$ cat src/rtl/alu_pkg.sv
package alu_pkg;

  typedef enum logic [1:0] {
    SEL_PASS  = 2'b00,
    SEL_INV   = 2'b01,
    SEL_MIX   = 2'b10,
    SEL_MIXN  = 2'b11
  } alu_sel_e;

  typedef struct packed {
    logic inv_a;
    logic use_b;
    logic arith;
  } slice_ctrl_t;

endpackage

$ cat src/rtl/alu_ctrl_decode.sv
module alu_ctrl_decode
  import alu_pkg::*;
(
  input  logic        mode_i,
  input  logic [1:0]  sel_i,
  output slice_ctrl_t ctrl_o
);

  alu_sel_e sel;

  always_comb begin
    sel          = alu_sel_e'(sel_i);
    ctrl_o       = '0;
    ctrl_o.arith = mode_i;
    unique case (sel)
      SEL_PASS: begin ctrl_o.inv_a = 1'b0; ctrl_o.use_b = 1'b0; end
      SEL_INV:  begin ctrl_o.inv_a = 1'b1; ctrl_o.use_b = 1'b0; end
      SEL_MIX:  begin ctrl_o.inv_a = 1'b0; ctrl_o.use_b = 1'b1; end
      SEL_MIXN: begin ctrl_o.inv_a = 1'b1; ctrl_o.use_b = 1'b1; end
      default:  begin ctrl_o.inv_a = 1'b0; ctrl_o.use_b = 1'b0; end
    endcase
  end

endmodule

$ cat src/rtl/alu_slice.sv
module alu_slice
  import alu_pkg::*;
(
  input  logic        a_i,
  input  logic        b_i,
  input  logic        carry_i,
  input  slice_ctrl_t ctrl_i,
  output logic        f_o,
  output logic        carry_o
);

  logic a_eff, b_eff, c_eff, half;

  always_comb begin
    a_eff   = a_i ^ ctrl_i.inv_a;
    b_eff   = b_i & ctrl_i.use_b;
    // incoming carry only matters for arithmetic
    c_eff   = carry_i & ctrl_i.arith;
    half    = a_eff ^ b_eff;
    f_o     = half ^ c_eff;
    carry_o = (ctrl_i.arith & a_eff & b_eff) | (half & c_eff);
  end

endmodule

$ cat src/rtl/alu_ovf_detect.sv
module alu_ovf_detect (
  input  logic arith_i,
  input  logic carry_msb_in_i,
  input  logic carry_msb_out_i,
  output logic ovf_o
);

  assign ovf_o = arith_i & (carry_msb_in_i ^ carry_msb_out_i);

endmodule

$ cat src/rtl/bitslice_alu.sv
module bitslice_alu
  import alu_pkg::*;
#(
  parameter int WIDTH = 8
) (
  input  logic [WIDTH-1:0] a_i,
  input  logic [WIDTH-1:0] b_i,
  input  logic             mode_i,
  input  logic [1:0]       sel_i,
  input  logic             carry_i,
  output logic [WIDTH-1:0] f_o,
  output logic             carry_o,
  output logic             ovf_o
);

  localparam int MSB = WIDTH - 1;

  slice_ctrl_t      ctrl;
  logic [WIDTH:0]   chain;

  alu_ctrl_decode i_ctrl (
    .mode_i (mode_i),
    .sel_i  (sel_i),
    .ctrl_o (ctrl)
  );

  assign chain[0] = carry_i;

  for (genvar i = 0; i < WIDTH; i++) begin : g_slice
    alu_slice i_slice (
      .a_i     (a_i[i]),
      .b_i     (b_i[i]),
      .carry_i (chain[i]),
      .ctrl_i  (ctrl),
      .f_o     (f_o[i]),
      .carry_o (chain[i+1])
    );
  end

  alu_ovf_detect i_ovf (
    .arith_i         (ctrl.arith),
    .carry_msb_in_i  (chain[MSB]),
    .carry_msb_out_i (chain[WIDTH]),
    .ovf_o           (ovf_o)
  );

  // chain[WIDTH] is gated to 0 by every slice in logic mode
  assign carry_o = chain[WIDTH];

endmodule

$ cat config.mk
export PLATFORM = sky130hd
export DESIGN_NAME = bitslice_alu
export DESIGN_NICKNAME = d
export VERILOG_FILES = /design/src/rtl/alu_pkg.sv /design/src/rtl/alu_ctrl_decode.sv /design/src/rtl/alu_slice.sv /design/src/rtl/alu_ovf_detect.sv /design/src/rtl/bitslice_alu.sv
export SDC_FILE = /design/constraint.sdc
export NUM_CORES = 1
export LEC_CHECK = 0
export BUFFER_PORTS_ARGS = -buffer_cell sky130_fd_sc_hd__buf_2
export CAP_MARGIN = 25
export CORE_AREA = 5 5 42 44
export DETAILED_ROUTE_END_ITERATION = 6
export DIE_AREA = 0 0 47 49
export PLACE_DENSITY = 0.67
export SLEW_MARGIN = 20
export SYNTH_ARGS = -nofsm -noshare
export SYNTH_HDL_FRONTEND = slang
export SYNTH_HIERARCHICAL = 1
export SYNTH_SLANG_ARGS = --single-unit
$ cat constraint.sdc
create_clock -name vclk -period 11.3
set_input_delay 1.695 -clock vclk [all_inputs]
set_output_delay 1.695 -clock vclk [all_outputs]
set_load 0.01 [all_outputs]
==> flow_metrics.py, run 1 <==
metrics = {
    "run_status": {
        "outcome": "finished, final reports clean",
    },
    "die": {
        "ios": 30,
        "rows": 14,
        "die_x_um": 47,
        "coreArea_um2": 1401,
        "start_util_pct": 30.71,
        "dieHeight_um": 49,
        "dieArea_um2": 2303,
    },
    "placement": {
        "place_congestion": 0.6264,
        "io_buffers": 30,
        "dp_hpwl_um": 804.6,
        "pre_cts_slack_ns": 2.872,
    },
    "min_path": {
        "worstHoldStart": "b_i[7]",
        "worstHoldPathType": "input pin to primary output",
        "holdPathStages": 3,
    },
    "finish": {
        "nets": 110,
        "numSequentialCells": 0,
        "regArea_um2": 0,
        "fin_util_pct": 41.79,
        "drive_above_1_share_pct": 37.50,
        "syn_to_final_growth_pct": 36.05,
        "nClkBuffers": 0,
        "antenna_cells": 0,
    },
    "timing": {
        "hold_viol_final": 0,
        "finalSetupTns_ns": 0,
        "min_period_ns": 8.410,
        "whs_ns": 3.797,
        "setup_viol": 0,
        "rsz0062_at_grt": "no",
        "worst_slack_ns": 2.890,
        "slew_viol_final": 0,
        "fmax_mhz": 118.9,
        "tightest_slew_ns": 0.2642,
        "maxSlewHeadroom_pct": 82.39,
        "post-route-period-util_pct": 74.43,
    },
    "clock_network": {
        "cts-resized-gates": 0,
        "cts_setup_buffers": 0,
        "hold_buffers": 0,
    },
    "critical_path": {
        "cp.required_ns": 9.61,
        "endpoint_kind": "primary output",
        "critical_path_arrival_ns": 6.72,
        "cp_max_fo": 8,
        "slowest_stage": "xor2_1",
        "crit_path_max_incr_delay_ns": 0.23,
        "critical_path_buf_inv_count": 2,
        "crit_path_start": "sel_i[0]",
        "path_class": "input pin to primary output",
        "cp.depth": 29,
        "start_kind": "input pin",
        "cp_top_family": "compound AO/OA/AOI/OAI gates",
    },
    "global_route": {
        "grt_use_total_pct": 7.719,
        "antenna_found_initial": 0,
        "grt_max_degree": 18,
        "globalRouteOverflowTotal": 0,
        "grt_pass1_vias": 399,
        "grt_pass1_wl_um": 1483,
    },
    "power_and_ir_drop": {
        "power.switching_mw": 0.01454,
        "internal_power_mw": 0.01390,
        "irDropWorstVdd_v": 0.00002025,
        "clkPwrFrac_pct": 0,
        "combPwrFrac_pct": 100.0,
        "seq_power_share_pct": 0,
        "power_density_nw_per_um2": 48.56,
        "p_leak_nw": 0.3788,
        "swShare_pct": 51.12,
    },
    "flow_run": {
        "drv_cap": 0,
    },
    "drt": {
        "wire_per_inst_um": 10.02,
        "drtAntennaViolNets": 0,
        "drtPass1Iterations": 1,
        "wl_um": 962,
        "drc": 0,
        "via_per_inst": 4.656,
        "drt_iter0_drc": 0,
        "vias": 447,
    },
    "synth": {
        "synth_top_family_by_area": "XOR/XNOR gates",
        "synthTopCellsByArea": "ha_1 (23%), a41o_1 (19%), xor2_1 (18%)",
        "synth-simple-area-share_pct": 20.06,
        "netlist_top_cells_count": "and2_1 (9), xor2_1 (9)",
        "postSynthCellCount": 53,
        "synth_compound_area_share_pct": 18.60,
        "synth_xor_area_share_pct": 34.59,
        "ys_types": 8,
        "yosys.area.top_type_share_pct": 23.26,
        "syn-num-nets": 81,
        "synth_area_um2": 430.4,
        "syn_avg_cell_area_um2": 8.121,
        "synth_largest_area_cell": "ha_1",
        "yosysWarningCount": 6,
        "yosysSeqAreaShare_pct": 0,
        "synth.area.mux_share_pct": 0,
        "synth_fa_ha_area_share_pct": 23.26,
    },
}
[layout by cell type, fill, tap and decap left out]
cell type	synthesis	routed
xnor2_1	8	8
nand2_1	8	8
and2_1	9	9
ha_1	8	8
xor2_1	9	9
buf_2	0	30
a41o_1	8	8
[layout make-up]
cell class | instances | area, µm²
fillers | 152 | 815.8
repair buffers | 30 | 150.1
well taps | 16 | 20.02
multi-input cells | 50 | 415.4
[routing by layer]
metal / GRT usage [%] / wire length, µm / vias up
met5: 0 / 0 / -
met3: 0 / 73 / 0
met2: 12.90 / 482 / 15
met4: 0 / 0 / 0
li1: - / - / 242
met1: 11.52 / 406 / 190
[tightest hold or removal path, cell delays in order]
cell and delay, ns:
buf_2 0.09, a41o_1 0.19, buf_2 0.13
[final timing paths]
| check | endpoint | slack (ns) |
|---|---|---|
| worst max-delay path | ovf_o | 2.89 |
| worst min-delay path | carry_o | 3.80 |
[stage by stage]
stage / std cells / power (mW) / instance area, µm²
after floorplan: 53 / 0.01970 / 430.4
after global placement: 96 / 0.02859 / 585.6
after detailed placement: 96 / 0.02886 / 585.6
after CTS: 96 / 0.02924 / 585.6
after global routing: 96 / 0.03207 / 585.6
final: 96 / 0.02843 / 585.6
[power by group through the flow]
| stage | registers, mW | logic [mW] | clock network (mW) |
|---|---|---|---|
| after floorplan | 0 | 0.0197 | 0 |
| after global placement | 0 | 0.0286 | 0 |
| after detailed placement | 0 | 0.0289 | 0 |
| after CTS | 0 | 0.0292 | 0 |
| after global routing | 0 | 0.0321 | 0 |
| final | 0 | 0.0284 | 0 |
[logic make-up after synthesis]
kind of cell / count (synthesis)
buffers and inverters: 3
AO/OA/AOI/OAI: 8
AND/OR/NAND/NOR: 17
XOR/XNOR: 17
adder cells (fa/ha/maj): 8
(Power assumes the default switching activity.)
==> run 2, diff against run 1 <==
Settings changed: ABC_AREA from default to 1, CORE_AREA 5 5 42 44 to default, CORE_MARGIN from default to 5, CORE_UTILIZATION from default to 47, DIE_AREA 0 0 47 49 to default, PLACE_DENSITY 0.67 to 0.84.
Clock period 11.3 ns to 7.7 ns, I/O delays scaled along.
==> flow_metrics.py, run 2 <==
metrics = {
    "finish": {
        "stdcell_count": 210,
        "drive_above_1_share_pct": 15.46,
        "regArea_um2": 0,
        "design_area_um2": 875.8,
        "nClkBuffers": 0,
        "numSequentialCells": 0,
        "syn_to_final_growth_pct": 21.53,
        "nets": 224,
        "fin_util_pct": 58.82,
        "antenna_cells": 0,
        "final_cell_mix": "nand2_1 (82), inv_1 (48), buf_2 (30)",
        "final_common_cell": "nand2_1",
    },
    "synth": {
        "syn_avg_cell_area_um2": 4.316,
        "syn-num-nets": 195,
        "synth.area.mux_share_pct": 0,
        "synth_xor_area_share_pct": 0,
        "synth_compound_area_share_pct": 0,
        "yosysWarningCount": 6,
        "synth_largest_area_cell": "nand2_1",
        "yosysSeqAreaShare_pct": 0,
        "ys_types": 7,
        "yosys.area.top_type_share_pct": 42.71,
        "synth_fa_ha_area_share_pct": 13.89,
        "postSynthCellCount": 167,
        "synthTopCellsByArea": "nand2_1 (43%), inv_1 (25%), ha_1 (14%)",
        "netlist_top_cells_count": "nand2_1 (82), inv_1 (48), nand3_1 (16), nor2_1 (10), ha_1 (8)",
        "synth_top_family_by_area": "simple AND/OR/NAND/NOR gates",
        "synth_area_um2": 720.7,
        "synth_most_common_cell": "nand2_1",
        "synth-simple-area-share_pct": 59.03,
    },
    "timing": {
        "rsz0062_at_grt": "no",
        "tightest_slew_ns": 0.3589,
        "post-route-period-util_pct": 78.53,
        "worst_slack_ns": 1.653,
        "fmax_mhz": 165.4,
        "whs_ns": 2.697,
        "setup_viol": 0,
        "min_period_ns": 6.047,
        "hold_viol_final": 0,
        "maxSlewHeadroom_pct": 76.07,
        "slew_viol_final": 0,
        "finalSetupTns_ns": 0,
    },
    "critical_path": {
        "cp_max_fo": 24,
        "slowest_stage": "buf_2",
        "path_class": "input pin to primary output",
        "crit_path_max_incr_delay_ns": 0.31,
        "start_kind": "input pin",
        "crit_top_cell": "nand2_1",
        "cp.required_ns": 6.55,
        "critical_path_arrival_ns": 4.89,
        "endpoint_kind": "primary output",
    },
    "global_route": {
        "grt_use_total_pct": 16.34,
        "grt_pass1_vias": 903,
        "globalRouteOverflowTotal": 0,
        "grt_max_degree": 25,
        "antenna_found_initial": 0,
        "grt_pass1_wl_um": 3470,
    },
    "power_and_ir_drop": {
        "swShare_pct": 60.63,
        "irDropWorstVdd_v": 0.00002841,
        "totalPowerFinal_mw": 0.04416,
        "combPwrFrac_pct": 100.0,
        "power.switching_mw": 0.02678,
        "seq_power_share_pct": 0,
        "power_density_nw_per_um2": 50.42,
        "internal_power_mw": 0.01738,
        "clkPwrFrac_pct": 0,
        "p_leak_nw": 0.7453,
    },
    "drt": {
        "drtPass1Iterations": 4,
        "drt_iter0_drc": 7,
        "wl_um": 1816,
        "vias": 977,
        "via_per_inst": 4.652,
        "wire_per_inst_um": 8.648,
        "drc": 0,
        "drtAntennaViolNets": 0,
    },
    "die": {
        "dieHeight_um": 49.16,
        "dieArea_um2": 2417,
        "rows": 14,
        "coreArea_um2": 1489,
        "die_x_um": 49.16,
        "ios": 30,
        "start_util_pct": 48.40,
    },
    "placement": {
        "dp_hpwl_um": 1573,
        "io_buffers": 30,
        "placed_cells": 210,
        "place_congestion": 0.7460,
        "pre_cts_slack_ns": 1.616,
        "post_dp_cell_area_um2": 875.8,
    },
    "clock_network": {
        "hold_buffers": 0,
        "cts_setup_buffers": 0,
        "cts-resized-gates": 0,
    },
    "run_status": {
        "outcome": "finished, final reports clean",
    },
    "min_path": {
        "worstHoldPathType": "input pin to primary output",
    },
    "flow_run": {
        "drv_cap": 0,
    },
}
run 2: cell types whose count changed in the layout (fill, tap and decap cells not counted), sizes merged:
cell,before,now
a41o,8,0
nand2,8,82
xor2,9,0
and2,9,0
inv,0,48
nand3,0,16
nor2,0,10
xnor2,8,0
run 2: cell type report:
class,instances,area (µm²)
Tap cell,16,20.02
Timing Repair Buffer,30,150.1
Fill cell,170,613.1
Multi-Input combinational cell,116,525.5
Inverter,48,180.2
run 2: power by group through the flow:
stage | clock (mW) | combinational (mW) | sequential (mW)
3_3_place_gp | 0 | 0.0418 | 0
4_1_cts | 0 | 0.0446 | 0
6_report | 0 | 0.0442 | 0
2_1_floorplan | 0 | 0.0302 | 0
3_5_place_dp | 0 | 0.0444 | 0
5_1_grt | 0 | 0.0519 | 0
run 2: worst max-delay path: cells and delay by family:
kind	cells	cell delay [ns]
AND/OR/NAND/NOR	21	1.28
adder cells (fa/ha/maj)	8	1.32
buffers and inverters	17	1.12
run 2: worst paths after layout:
| check | start | to | slack, ns | cells past startpoint |
|---|---|---|---|---|
| max | sel_i[0] | ovf_o | 1.65 | 46 |
| min | carry_i | f_o[0] | 2.70 | 5 |
run 2: cell families after synthesis:
| family | Yosys count |
|---|---|
| simple gates | 108 |
| fa+ha+maj | 8 |
| buf+inv | 51 |
run 2: routing by layer:
metal | share of wire, % | routed length (µm) | vias to the layer above | global-route usage (%)
li1 | - | - | 531 | -
met1 | 42 | 759 | 423 | 18.12
met2 | 52 | 941 | 21 | 33.26
met3 | 5.5 | 100 | 2 | 1.223
met4 | 0.83 | 15 | 0 | 1.794
met5 | 0 | 0 | - | 0
==> run 3, diff against run 2 <==
Settings changed: CORE_UTILIZATION 47 to 52, PLACE_DENSITY 0.84 to 0.88.
Clock period 7.7 ns to 6.2 ns, I/O delays scaled along.
==> flow_metrics.py, run 3 (synthesized netlist as in run 2, its figures left out) <==
metrics = {
    "critical_path": {
        "start_kind": "input pin",
        "cp_max_fo": 24,
        "slowest_stage": "buf_2",
        "crit_path_start": "sel_i[0]",
        "crit_path_max_incr_delay_ns": 0.33,
        "path_class": "input pin to primary output",
        "crit_top_cell": "nand2_1",
        "critical_path_arrival_ns": 4.72,
        "endpoint_kind": "primary output",
        "critPathCapture": "ovf_o",
        "cp.required_ns": 5.27,
    },
    "min_path": {
        "holdPathStages": 5,
        "worstHoldPathType": "input pin to primary output",
    },
    "drt": {
        "wl_um": 1670,
        "drtPass1Iterations": 4,
        "drtAntennaViolNets": 0,
        "drt_iter0_drc": 15,
        "via_per_inst": 4.545,
        "drc": 0,
        "vias": 950,
        "wire_per_inst_um": 7.990,
    },
    "finish": {
        "drive_above_1_share_pct": 15.46,
        "nClkBuffers": 0,
        "antenna_cells": 0,
        "stdcell_count": 209,
        "nets": 224,
        "final_common_cell": "nand2_1",
        "numSequentialCells": 0,
        "syn_to_final_growth_pct": 21.35,
        "final_cell_mix": "nand2_1 (82), inv_1 (48), buf_2 (30)",
        "regArea_um2": 0,
    },
    "power_and_ir_drop": {
        "seq_power_share_pct": 0,
        "irDropWorstVdd_v": 0.00003596,
        "power.switching_mw": 0.03267,
        "combPwrFrac_pct": 100.0,
        "p_leak_nw": 0.7453,
        "internal_power_mw": 0.02169,
        "swShare_pct": 60.10,
        "power_density_nw_per_um2": 62.15,
        "clkPwrFrac_pct": 0,
    },
    "clock_network": {
        "cts_setup_buffers": 0,
        "hold_buffers": 0,
        "cts-resized-gates": 0,
    },
    "timing": {
        "slew_viol_final": 0,
        "fmax_mhz": 177.1,
        "finalSetupTns_ns": 0,
        "min_period_ns": 5.645,
        "whs_ns": 2.258,
        "worst_slack_ns": 0.5547,
        "hold_viol_final": 0,
        "tightest_slew_ns": 0.3856,
        "rsz0062_at_grt": "no",
        "maxSlewHeadroom_pct": 74.30,
        "setup_viol": 0,
        "post-route-period-util_pct": 91.05,
    },
    "die": {
        "dieArea_um2": 2231,
        "start_util_pct": 55.38,
        "ios": 30,
        "rows": 13,
        "die_x_um": 47.23,
        "dieHeight_um": 47.23,
        "coreArea_um2": 1301,
    },
    "placement": {
        "placed_cells": 209,
        "place_congestion": 0.6856,
        "io_buffers": 30,
        "dp_hpwl_um": 1399,
        "pre_cts_slack_ns": 0.5387,
    },
    "global_route": {
        "grt_max_degree": 25,
        "antenna_found_initial": 0,
        "grt_pass1_vias": 797,
        "grt_pass1_wl_um": 2849,
        "grt_use_total_pct": 16.39,
        "globalRouteOverflowTotal": 0,
    },
    "flow_run": {
        "drv_cap": 0,
    },
    "run_status": {
        "outcome": "finished, final reports clean",
    },
}
==> run 3: cell counts in the layout (fill, tap and decap cells not counted) <==
Identical to the previous run, type by type.
==> run 3: area by class of cell <==
class | instances | area [µm²]
Fill cell | 129 | 426.7
Inverter | 48 | 180.2
Multi-Input combinational cell | 116 | 525.5
Tap cell | 15 | 18.77
Timing Repair Buffer | 30 | 150.1
==> run 3: worst min path at each step <==
stage                 start     end  slack, ns
floorplan           carry_i  f_o[0]       2.09
global placement    carry_i  f_o[0]       2.23
detailed placement  carry_i  f_o[0]       2.27
CTS                 carry_i  f_o[0]       2.27
global route        carry_i  f_o[0]       2.31
finish              carry_i  f_o[0]       2.26
==> run 3: routing by layer <==
| layer | share of wire [%] | vias to the layer above | GRT usage [%] |
|---|---|---|---|
| li1 | - | 531 | - |
| met1 | 42 | 397 | 19.78 |
| met2 | 50 | 22 | 32.35 |
| met3 | 7.0 | 0 | 0.7663 |
| met4 | 0 | 0 | 1.105 |
| met5 | 0 | - | 0 |
==> run 3: metrics by stage <==
stage | power, mW | util, % | area, µm²
CTS | 0.05511 | 67.21 | 874.6
detailed placement | 0.05478 | 67.21 | 874.6
floorplan | 0.03750 | - | 720.7
global route | 0.06326 | 67.21 | 874.6
global placement | 0.05199 | 67.21 | 874.6
finish | 0.05436 | 67.21 | 874.6
==> run 3: power by group through the flow <==
stage,Sequential (mW),Combinational (mW),Clock [mW]
finish,0,0.0544,0
CTS,0,0.0551,0
floorplan,0,0.0375,0
detailed placement,0,0.0548,0
global route,0,0.0633,0
global placement,0,0.0520,0
==> run 3: worst max-delay path: cells and delay by family <==
family / cells / cell delay, ns
adder cells (fa/ha/maj): 8 / 1.35
buffers and inverters: 17 / 1.15
AND/OR/NAND/NOR: 21 / 1.27
